--- src/rtl/lkup_pkg.sv ---
package lkup_pkg;
   function automatic int unsigned idx_width(input int unsigned n);
      return (n <= 2) ? 1 : $clog2(n);
   endfunction
endpackage

--- src/rtl/tcam_bank.sv ---
module tcam_bank #(
   parameter int unsigned KEY_W   = 5,
   parameter int unsigned ENTRIES = 8,
   parameter int unsigned IDX_W   = 3
) (
   input  logic               clk,
   input  logic               rst_n,
   input  logic               wr_en,
   input  logic [IDX_W-1:0]   wr_idx,
   input  logic [KEY_W-1:0]   wr_value,
   input  logic [KEY_W-1:0]   wr_care,
   input  logic               wr_live,
   input  logic [KEY_W-1:0]   key,
   output logic [ENTRIES-1:0] match_vec
);
   initial begin
      assert (KEY_W > 0) else $error("tcam_bank: KEY_W must be positive");
      assert (ENTRIES >= 2 && ENTRIES <= (1 << IDX_W))
         else $error("tcam_bank: ENTRIES out of range for IDX_W");
   end

   for (genvar g = 0; g < ENTRIES; g++) begin : g_row
      logic [KEY_W-1:0] pat_q;
      logic [KEY_W-1:0] care_q;
      logic             live_q;

      always_ff @(posedge clk or negedge rst_n) begin
         if (!rst_n) begin
            pat_q  <= '0;
            care_q <= '0;
            live_q <= 1'b0;
         end else if (wr_en && (wr_idx == IDX_W'(g))) begin
            pat_q  <= wr_value;
            care_q <= wr_care;
            live_q <= wr_live;
         end
      end

      // a cell mismatches only where a cared bit differs
      assign match_vec[g] = live_q && (((key ^ pat_q) & care_q) == '0);
   end

   // a row just written live matches its own pattern at the next search
   p_write_visible_r7: assert property (@(posedge clk) disable iff (!rst_n)
      ($past(wr_en) && $past(wr_live) && (key == $past(wr_value)))
         |-> match_vec[$past(wr_idx)]);
endmodule

--- src/rtl/first_set_encoder.sv ---
module first_set_encoder #(
   parameter int unsigned ENTRIES = 8,
   parameter int unsigned IDX_W   = 3
) (
   input  logic [ENTRIES-1:0] vec,
   output logic               any,
   output logic [IDX_W-1:0]   idx
);
   initial begin
      assert (ENTRIES <= (1 << IDX_W)) else $error("first_set_encoder: IDX_W too narrow");
   end

   always_comb begin
      any = 1'b0;
      idx = '0;
      for (int i = ENTRIES - 1; i >= 0; i--) begin
         if (vec[i]) begin
            any = 1'b1;
            idx = IDX_W'(i);
         end
      end
   end
endmodule

--- src/rtl/port_table.sv ---
module port_table #(
   parameter int unsigned ENTRIES = 8,
   parameter int unsigned IDX_W   = 3,
   parameter int unsigned PORT_W  = 3
) (
   input  logic              clk,
   input  logic              wr_en,
   input  logic [IDX_W-1:0]  wr_idx,
   input  logic [PORT_W-1:0] wr_port,
   input  logic [IDX_W-1:0]  rd_idx,
   output logic [PORT_W-1:0] rd_port
);
   logic [PORT_W-1:0] mem [ENTRIES];

   initial begin
      assert (PORT_W > 0) else $error("port_table: PORT_W must be positive");
   end

   for (genvar g = 0; g < ENTRIES; g++) begin : g_word
      always_ff @(posedge clk) begin
         if (wr_en && (wr_idx == IDX_W'(g))) mem[g] <= wr_port;
      end
   end

   assign rd_port = mem[rd_idx];
endmodule

--- src/rtl/route_lookup_engine.sv ---
module route_lookup_engine #(
   parameter int unsigned KEY_W        = 5,
   parameter int unsigned ENTRIES      = 8,
   parameter int unsigned PORT_W       = 3,
   parameter int unsigned DEFAULT_PORT = 7,
   localparam int unsigned IDX_W       = lkup_pkg::idx_width(ENTRIES)
) (
   input  logic              clk,
   input  logic              rst_n,
   input  logic              wr_en,
   input  logic [IDX_W-1:0]  wr_idx,
   input  logic [KEY_W-1:0]  wr_value,
   input  logic [KEY_W-1:0]  wr_care,
   input  logic              wr_live,
   input  logic [PORT_W-1:0] wr_port,
   input  logic              lk_req,
   input  logic [KEY_W-1:0]  lk_key,
   output logic              res_valid,
   output logic              res_hit,
   output logic [PORT_W-1:0] res_port
);
   localparam logic [PORT_W-1:0] DEF_P = PORT_W'(DEFAULT_PORT);

   initial begin
      assert (DEFAULT_PORT < (1 << PORT_W))
         else $error("route_lookup_engine: DEFAULT_PORT does not fit PORT_W");
   end

   logic [ENTRIES-1:0] match_vec;
   logic               enc_hit;
   logic [IDX_W-1:0]   enc_idx;
   logic               s1_valid, s1_hit;
   logic [IDX_W-1:0]   s1_idx;
   logic [PORT_W-1:0]  rd_port;

   tcam_bank #(.KEY_W(KEY_W), .ENTRIES(ENTRIES), .IDX_W(IDX_W)) u_tcam (
      .clk(clk), .rst_n(rst_n), .wr_en(wr_en), .wr_idx(wr_idx),
      .wr_value(wr_value), .wr_care(wr_care), .wr_live(wr_live),
      .key(lk_key), .match_vec(match_vec));

   first_set_encoder #(.ENTRIES(ENTRIES), .IDX_W(IDX_W)) u_enc (
      .vec(match_vec), .any(enc_hit), .idx(enc_idx));

   // stage 1: registered search result
   always_ff @(posedge clk or negedge rst_n) begin
      if (!rst_n) begin
         s1_valid <= 1'b0;
         s1_hit   <= 1'b0;
         s1_idx   <= '0;
      end else begin
         s1_valid <= lk_req;
         s1_hit   <= lk_req && enc_hit;
         s1_idx   <= enc_idx;
      end
   end

   port_table #(.ENTRIES(ENTRIES), .IDX_W(IDX_W), .PORT_W(PORT_W)) u_ports (
      .clk(clk), .wr_en(wr_en), .wr_idx(wr_idx), .wr_port(wr_port),
      .rd_idx(s1_idx), .rd_port(rd_port));

   // stage 2: registered port read
   always_ff @(posedge clk or negedge rst_n) begin
      if (!rst_n) begin
         res_valid <= 1'b0;
         res_hit   <= 1'b0;
         res_port  <= DEF_P;
      end else begin
         res_valid <= s1_valid;
         res_hit   <= s1_valid && s1_hit;
         res_port  <= (s1_valid && s1_hit) ? rd_port : DEF_P;
      end
   end

   // a result only appears two edges after a request
   p_latency_r2: assert property (@(posedge clk) disable iff (!rst_n)
      res_valid |-> $past(lk_req, 2));

   // misses report the default route
   p_miss_default_r6: assert property (@(posedge clk) disable iff (!rst_n)
      (res_valid && !res_hit) |-> (res_port == DEF_P));

   // the encoder picks a set bit with nothing set below it
   p_lowest_wins_r4: assert property (@(posedge clk) disable iff (!rst_n)
      enc_hit |-> (match_vec[enc_idx] &&
                   ((match_vec & ((ENTRIES'(1) << enc_idx) - ENTRIES'(1))) == '0)));

   // no hit flag without a valid strobe
   p_hit_needs_valid_r1: assert property (@(posedge clk) disable iff (!rst_n)
      res_hit |-> res_valid);
endmodule

--- config.mk ---
export PLATFORM = sky130hd
export DESIGN_NAME = route_lookup_engine
export DESIGN_NICKNAME = d
export VERILOG_FILES = /design/src/rtl/lkup_pkg.sv /design/src/rtl/tcam_bank.sv /design/src/rtl/first_set_encoder.sv /design/src/rtl/port_table.sv /design/src/rtl/route_lookup_engine.sv
export SDC_FILE = /design/constraint.sdc
export NUM_CORES = 1
export LEC_CHECK = 0
export BUFFER_PORTS_ARGS = -buffer_cell sky130_fd_sc_hd__clkbuf_2
export CAP_MARGIN = 20
export CORE_ASPECT_RATIO = 0.6
export CORE_MARGIN = 5
export CORE_UTILIZATION = 40
export CTS_CLUSTER_SIZE = 25
export DETAILED_ROUTE_END_ITERATION = 8
export PLACE_DENSITY_LB_ADDON = 0.25
export SYNTH_ARGS = -nofsm -noshare
export SYNTH_HDL_FRONTEND = slang
export SYNTH_SLANG_ARGS = --single-unit
--- constraint.sdc ---
create_clock -name clk -period 2.7 [get_ports clk]
set_input_delay 0.135 -clock clk [delete_from_list [all_inputs] [get_ports clk]]
set_output_delay 0.135 -clock clk [all_outputs]
set_load 0.005 [all_outputs]
* After elaboration in Yosys (flattened, before gate mapping) *
Memory sizes are Yosys's and may differ from the RTL's.
Index checks and enable logic that the tools add are counted.

word-level totals
  logic and storage cells = 142
  input bits = 26
  memories kept = 1
  register bits = 98
  output and inout bits = 5
  memory bits (writable) = 24

memory list
  memory       words  width  read ports  clocked after memory_dff  wr ports  RTL line          RTL
  u_ports.mem  8      3      1           0                         1         port_table.sv:13  logic [PORT_W-1:0] mem [ENTRIES];

operators by class
  reductions and logical operators = 34
  multiplexer cells = 54
  eq/ne operators = 7
  bitwise gates (word level) = 16

operators with widths
  kind                                                 number
  two-way mux 3 bit                                    23
  AND 5 bit                                            8
  zero test 5 bit                                      8
  bitwise XOR 5 bit                                    8
  two-way mux 1 bit                                    31
  OR reduction 3 bit                                   7
  logical AND 1 bit                                    18
  equality test 3 bit, second input constant           4
  equality test 3 x 2 -> 1 bit, second input constant  2
  equality test 3 x 1 -> 1 bit, second input constant  1
  zero test 3 bit                                      1

* Logic depth before layout (Yosys ltp) *
Gate-level depths: netlist of run 1.

  word-level depth = 13
  gate-level depth with buffers = 6
  depth with buffers taken out = 5

* Hierarchy *
A second synthesis of run 1 with hierarchy kept.

second synthesis, totals
  cell total of the unflattened synthesis = 346
  area total of the unflattened synthesis = 5276.3 sq um

by module, submodules not included
  module               cells an instance  times used  area an instance (sq um)  seq. area each (sq um)
  tcam_bank            271                1           3925.0                    2202.1
  port_table           47                 1           982.2                     720.7
  route_lookup_engine  15                 1           289.0                     254.0
  first_set_encoder    13                 1           80.1                      0.0

* Worst setup path before layout of run 1 *
OpenSTA, ideal clock, no wires.

  path kind = register -> register
  start = reg u_tcam.g_row[6].pat_q[3]
  end = reg s1_idx[0]
  period minus slack after synthesis = 1307 ps
  arrival time = 1187 ps
  buffers on the path = 0
  setup time = 120 ps
  stages on the path, launching flop included = 6
  required time = 2580 ps
  setup slack = 1393 ps
  cell sequence = dfrtp_1 -> xor2_1 -> a22oi_1 -> and4_4 -> o211ai_2 -> a31o_1

between the ends
  cells in the longest elaborated chain, start to end = 11

RTL lines
  item                             RTL line                   RTL
  start: declaration               tcam_bank.sv:23            logic [KEY_W-1:0] pat_q;
  start signal: assignment         tcam_bank.sv:33            pat_q <= wr_value;
  bitwise XOR 5 bit                tcam_bank.sv:40            assign match_vec[g] = live_q && (((key ^ pat_q) & care_q) == '0);
  AND 5 bit                        tcam_bank.sv:40
  zero test 5 bit                  tcam_bank.sv:40
  logical AND 1 bit                tcam_bank.sv:40
  two-way mux 3 bit (7 in series)  first_set_encoder.sv:17    if (vec[i]) begin
  net enc_idx[0]                   route_lookup_engine.sv:31  logic [IDX_W-1:0] enc_idx;
  end signal: assignment           route_lookup_engine.sv:53  s1_idx <= enc_idx;
  end: declaration                 route_lookup_engine.sv:33  logic [IDX_W-1:0] s1_idx;

The timed path passes the listed nets, and every way through them passes these cells.
A chain may end at the register's enable or synchronous reset.

* Worst setup path after layout of run 1 *
  start = reg u_tcam.g_row[7].pat_q[4]
  end = reg s1_idx[2]

between the ends
  cells in the longest elaborated chain, start to end = 12

RTL lines
  item                             RTL line
  start: declaration               tcam_bank.sv:23
  start signal: assignment         tcam_bank.sv:33
  bitwise XOR 5 bit                tcam_bank.sv:40
  AND 5 bit                        tcam_bank.sv:40
  zero test 5 bit                  tcam_bank.sv:40
  logical AND 1 bit                tcam_bank.sv:40
  two-way mux 3 bit (8 in series)  first_set_encoder.sv:17
  net enc_idx[2]                   route_lookup_engine.sv:31

The timed path passes the listed nets, and every way through them passes these cells.

==> results of run 1 <==
power breakdown:
group | switching (W) | total (W) | leakage, nW | internal (W)
sequential | 0.000228 | 0.00244 | 1.42 | 0.00221
clock | 0.000847 | 0.00233 | 0.291 | 0.00148
combinational | 0.000438 | 0.000864 | 1.11 | 0.000426
total | 0.00151 | 0.00563 | 2.82 | 0.00411
through the flow:
step	instances	area [µm²]	worst slack, ns	utilization [%]
2_1_floorplan	429	5210	1.39	-
3_3_place_gp	620	5540	1.13	43.2
3_5_place_dp	620	5540	1.09	43.2
4_1_cts	654	6170	1.12	48.1
5_1_grt	654	6170	1.01	48.1
6_report	654	6170	1.09	48.1
final cells by class:
cell class / instances / area [µm²]
fill: 1176 / 6650
sequential: 122 / 3180
multi-input combinational: 285 / 1910
clock buffer: 18 / 439
timing repair buffer: 41 / 240
tap: 170 / 213
clock inverter: 14 / 170
inverter: 4 / 15.0
worst max-delay path by stage:
stage,cells past startpoint,startpoint,slack (ns),end
detailed placement,6,lk_key[1],1.09,s1_idx[1]
CTS,5,u_tcam.g_row[4].pat_q[3],1.12,s1_idx[0]
floorplan,5,u_tcam.g_row[6].pat_q[3],1.39,s1_idx[0]
global placement,6,lk_key[4],1.13,s1_idx[0]
finish,5,u_tcam.g_row[7].pat_q[4],1.09,s1_idx[2]
global route,5,u_tcam.g_row[5].pat_q[3],1.01,s1_idx[2]
repair_timing:
action,in CTS,in global routing
hold buffers,2,0
setup endpoints to repair,0,0
hold endpoints to repair,52,0
flip-flops by register name, summed over array words and instances (netlist names):
register and cells:
u_tcam.g_row.care_q 40, u_tcam.g_row.pat_q 40, u_ports.mem 24, u_tcam.g_row.live_q 8, res_port 3, s1_idx 3
res_hit 1, res_valid 1, s1_hit 1, s1_valid 1
metal layers:
| layer | vias up | track usage (%) |
|---|---|---|
| li1 | 1531 | - |
| met1 | 1732 | 28.0 |
| met2 | 92 | 23.8 |
| met3 | 13 | 5.48 |
| met4 | 0 | 6.08 |
| met5 | - | 0 |
worst register-to-register path: stages, from the launching register on:
cell and delay, ns:
dfrtp_1 0.39, xor2_1 0.14, a22oi_1 0.45, nand3_1 0.21
nand4b_1 0.16, nor2b_1 0.18
layout by cell type, fill, tap and decap left out, types with 2 or more instances in the layout:
master         instances
mux2i_1                3
mux2_2                44
clkinvlp_4             3
clkbuf_2              29
nand2b_1               3
dlygate4sd3_1          2
inv_6                  3
mux4_2                 6
bufinv_16              3
nand4b_1               3
a22oi_1               16
dfrtp_1               95
nor2b_1                2
clkinv_4               2
dfstp_2                3
edfxtp_1              24
nand4_1                7
inv_1                  3
nor3_2                 2
buf_4                 10
xor2_1                40
clkbuf_16             17
clkinv_2               2
and2_1                 2
nand2_1              144
cell families (layout without fill, tap and decap cells):
logic type	after synthesis	count (layout)	share of synthesized area, %
muxes	53	53	12.7
AOI/OAI and AO/OA	22	22	3.27
buffers and inverters	22	77	2.42
xor gates and xnor gates	40	40	6.72
and+or+nand+nor	170	170	13.9
DFF	122	122	61.0
==> impl_metrics.ini, run 1 <==
[cts]
clk_latency_ns = 0.41
cts-root-buf = clkbuf_16
path_clk_slew_ns = 0.06
cts.sinks = 122
cts_buffer_depth = 2
post_cts.repair.setup_buffers = 0
htreeDepth = 4
post_cts_resized = 0
cts_made_buffers = 17
cts_tree = yes

[worst_hold_path]
hold_end = u_ports.mem[1][2]
hold_path_startpoint = wr_port[2]
min_path_type = in2reg
whs_path_depth = 1

[critical_path]
cp.required_ns = 3.03
start_kind = flip-flop
path_class = reg2reg
cp_top_family = simple AND/OR/NAND/NOR gates
crit_chain = xor2_1 > a22oi_1 > nand3_1 > nand4b_1 > nor2b_1
cp_slowest_cell = a22oi_1
r2r_end = s1_idx[2]
arrival_ns = 1.94
r2r-start = u_tcam.g_row[7].pat_q[4]
cp.buffers_inverters = 0
crit_fanout = 2
critical-path-max-stage-delay_ns = 0.45
rrSetupSlack_ns = 1.09
r2r_cells = 5
end_kind = flip-flop

[finish]
syn_to_final_growth_pct = 18.3
fin_nets = 497
diodes = 0
drive_above_1_share_pct = 26.9

[pwr]
p_total_w = 0.00563
leakagePower_nw = 2.82
p_per_area_nw_per_um2 = 912
ir_drop_mv = 0.468

[sta]
max_freq_mhz = 622
skew_ns = 0.00567
fin_tns_setup_ns = 0
setup_viol = 0
whs_ns = 0.00599
hold_violations = 0
rsz0062_at_grt = no
finalMaxSlewViolations = 0
slew_headroom_pct = 51.1
fin_crit_sh_pct = 59.6
fin_crit_ns = 1.61
worst_slew_pin_slew_ns = 0.734

[yosys]
yosys_warnings = 0
synth_flop_cell = dfrtp_1
synth.net_count = 455
syn_inst = 429
synth_enable_flop_cells = 24
ys_types = 36
synthArstFlopShare_pct = 80.3
synthTopCellsByArea = dfrtp_1, edfxtp_1, nand2_1
synth_common_cells = nand2_1, dfrtp_1, mux2_2, xor2_1, edfxtp_1
synth_largest_area_cell = dfrtp_1
avgSynthCellArea_um2 = 12.1
synth_most_common_cell = nand2_1
ys_ff_latch = 122
ys_seq_area_share_pct = 61.0
yosys.area.top_type_share_pct = 45.6
syn-cell-area_um2 = 5210

[routing]
via_per_inst = 5.15
wl_met2_um = 5330
ant_nets = 0
routed.top_layer = met4
wl_met1_um = 6740
vias = 3368
postRouteWirelength_um = 13000
wl_met3_um = 857
first_pass_iters = 5
drt-initial-drc-count = 222
route.detailed.drc = 0
wl_per_cell_um = 19.9

[floorplanning]
rows = 32
start_util_pct = 40.7
fp.dieH_um = 98.4
die-width_um = 157
core-area_um2 = 12800
io_pins = 31
die_area_um2 = 15500

[grt]
grt_max_degree = 56
grt_overflow = 0
grtUsageTotal_pct = 18.1
grt_pass1_vias = 3493
antenna_found_initial = 0
grt_pass1_wl_um = 20500

[flow_run]
drv_cap = 0

[placed_design]
gp_congestion = 0.845
portBuffers = 30
hpwl_um = 8870

[status]
status = finished clean
No activity file was read; power rests on OpenSTA's default activity.
==> run 2: changes to the inputs <==
- ABC_AREA: unset -> 1
- clock period: 2.7 -> 1.3 ns (I/O delays scaled with it)
==> run 2 against run 1 <==
  * The run now ends with negative setup slack left
  * First-iteration DRC count is 19% higher
  * Clock power grew 100%
  * Sequential share of layout area fell by 3.8 points
  * Via count rose by 23%
  * Combinational power increased to 2.9 times the previous value
  * Core utilization up 3.9 points
  * Non-clock buffer count is 35 higher
  * Critical path depth rose by 6
  * Sequential cell count stayed put
  * Synthesized cell count is 33% higher
  * Critical path type unchanged
  * Largest power group unchanged
==> impl_metrics.ini, run 2 <==
[pwr]
leakagePower_nw = 3.05
ir_drop_mv = 1.06
p_per_area_nw_per_um2 = 1830

[placed_design]
portBuffers = 30
hpwl_um = 8990
placed_cells = 781
place_area_um2 = 5780
gp_congestion = 0.857

[yosys]
syn-cell-area_um2 = 5240
ys_ff_latch = 122
synth_common_cells = nand2_1, dfrtp_1, o21ai_0, nor2_1, inv_1
synth_largest_area_cell = dfrtp_1
synth_most_common_cell = nand2_1
synth_enable_flop_cells = 24
synthArstFlopShare_pct = 80.3
synthTopCellsByArea = dfrtp_1, edfxtp_1, nand2_1
synth.net_count = 597
ys_seq_area_share_pct = 60.7
syn_inst = 571
yosys.area.top_type_share_pct = 45.4
avgSynthCellArea_um2 = 9.17
yosys_warnings = 0
synth_flop_cell = dfrtp_1
ys_types = 32

[worst_hold_path]
min_path_type = in2reg
hold_path_startpoint = wr_value[2]

[critical_path]
crit_chain = nor2_1 > nor2_2 > nor2_1 > nand2_2 > nor2_2 > nand2_2 > nand2_2 > nand2_1 > nand2_1 > nand2_1 > a21oi_1
r2r-start = u_tcam.g_row[7].pat_q[1]
start_kind = flip-flop
crit_fanout = 3
cp.buffers_inverters = 0
path_class = reg2reg
cp_slowest_cell = dfrtp_1
critical-path-max-stage-delay_ns = 0.39
arrival_ns = 1.73
end_kind = flip-flop
crit_start = u_tcam.g_row[7].pat_q[1]
cp_top_family = simple AND/OR/NAND/NOR gates
cp.required_ns = 1.64

[routing]
wl_met2_um = 5390
postRouteWirelength_um = 12900
drt-initial-drc-count = 265
first_pass_iters = 5
wl_met1_um = 6440
wl_per_cell_um = 15.6
ant_nets = 0
routed.top_layer = met4
vias = 4150
via_per_inst = 5.02
wl_met3_um = 849
route.detailed.drc = 0

[finish]
diodes = 0
syn_to_final_growth_pct = 27.3
layout_commonest_cell = nand2_1
top_regs = u_tcam.g_row.care_q (40), u_tcam.g_row.pat_q (40), u_ports.mem (24)
stdcell_area_um2 = 6670
fin_nets = 669
fin_cells = 826
layout_common_cells = nand2_1, dfrtp_1, o21ai_0
drive_above_1_share_pct = 23.3

[sta]
fin_crit_ns = 1.38
fin_crit_sh_pct = 106
max_freq_mhz = 722
setup_viol = 3
finalMaxSlewViolations = 0
worst_slew_pin_slew_ns = 0.688
slew_headroom_pct = 54.0
worst_slack_ns = -0.0845
rsz0062_at_grt = yes
skew_ns = 0.00563
hold_violations = 0

[cts]
cts_tree = yes
clk_latency_ns = 0.41
cts_made_buffers = 17
cts-root-buf = clkbuf_16
cts_buffer_depth = 2
path_clk_slew_ns = 0.06
htreeDepth = 4
cts.sinks = 122

[grt]
grt_pass1_wl_um = 20700
grt_pass1_vias = 3987
grtUsageTotal_pct = 17.3
grt_overflow = 0
grt_max_degree = 39
antenna_found_initial = 0

[floorplanning]
die-width_um = 158
rows = 32
fp.dieH_um = 98.6
io_pins = 31
die_area_um2 = 15600
core-area_um2 = 12800
start_util_pct = 40.9

[status]
violations = negative setup slack
status = complete, but fails checks

[flow_run]
drv_cap = 0
-- run 2: changes by cell type in the layout (fill, tap and decap cells not counted), sizes merged, moves of 36 or more --
cell and delta:
inv +38, xor2 -36, nor2 +48, mux2 -44, o21ai +87
-- run 2: layout make-up --
class	count	area (µm²)
clock buffers	17	425
repair buffers	76	599
inverters	39	146
fillers	1150	6140
multi-input cells	387	1940
clock inverters	15	166
well taps	170	213
flip-flops and latches	122	3180
-- run 2: final timing paths --
check                                             to  slack, ns  depth (start not counted)
setup / recovery                           s1_idx[0]      -0.08                         11
hold / removal              u_tcam.g_row[2].pat_q[2]       0.05                          3
setup reg to reg                           s1_idx[0]      -0.08                         11
hold reg to reg                            res_valid       0.38                          0
max in group asynchronous  u_tcam.g_row[6].care_q[4]       0.64                          3
min in group asynchronous   u_tcam.g_row[2].pat_q[0]       0.11                          2
-- run 2: tightest hold or removal path: stages --
cell	delay (ns)
clkbuf_2	0.07
inv_1	0.13
o21ai_1	0.15
-- run 2: layer usage --
| layer | vias to the layer above | global-route usage [%] |
|---|---|---|
| met1 | 1987 | 25.6 |
| met5 | - | 0 |
| li1 | 2027 | - |
| met4 | 0 | 6.94 |
| met3 | 19 | 5.22 |
| met2 | 117 | 23.7 |
-- run 2: logic make-up after synthesis --
kind of cell | after synthesis | share of synthesized area (%)
flip-flops | 122 | 60.7
AND/OR/NAND/NOR | 255 | 20.4
XOR/XNOR | 4 | 0.669
buffers and inverters | 62 | 5.23
AO/OA/AOI/OAI | 128 | 13.0
-- run 2: power breakdown --
part | switching [W] | internal [W] | total (W) | leakage, nW
Clock | 0.00188 | 0.00286 | 0.00474 | 0.282
Sequential | 0.000412 | 0.00456 | 0.00497 | 1.43
Combinational | 0.00140 | 0.00106 | 0.00247 | 1.34
-- run 2: what timing repair did --
| item | CTS | global route |
|---|---|---|
| resized for setup | 13 | 29 |
| buffers inserted | 1 | 3 |
| setup endpoints to repair | 5 | 7 |
| hold endpoints to repair | 130 | 0 |
| hold buffers | 9 | 0 |
| pin swaps | 15 | 17 |
-- run 2: metrics by stage --
step,total power [W],hold slack [ns],setup slack [ns],util (%),setup TNS [ns]
finish,0.0122,0.0487,-0.0845,52.0,-0.210
global route,0.0127,0.0660,-0.182,52.0,-0.575
CTS,0.0119,0.0404,-0.0940,50.9,-0.242
detailed placement,0.00705,0.0183,-0.118,45.1,-0.320
global placement,0.00697,0.0133,-0.115,45.1,-0.278
floorplan,0.00627,-0.231,0.0312,-,0
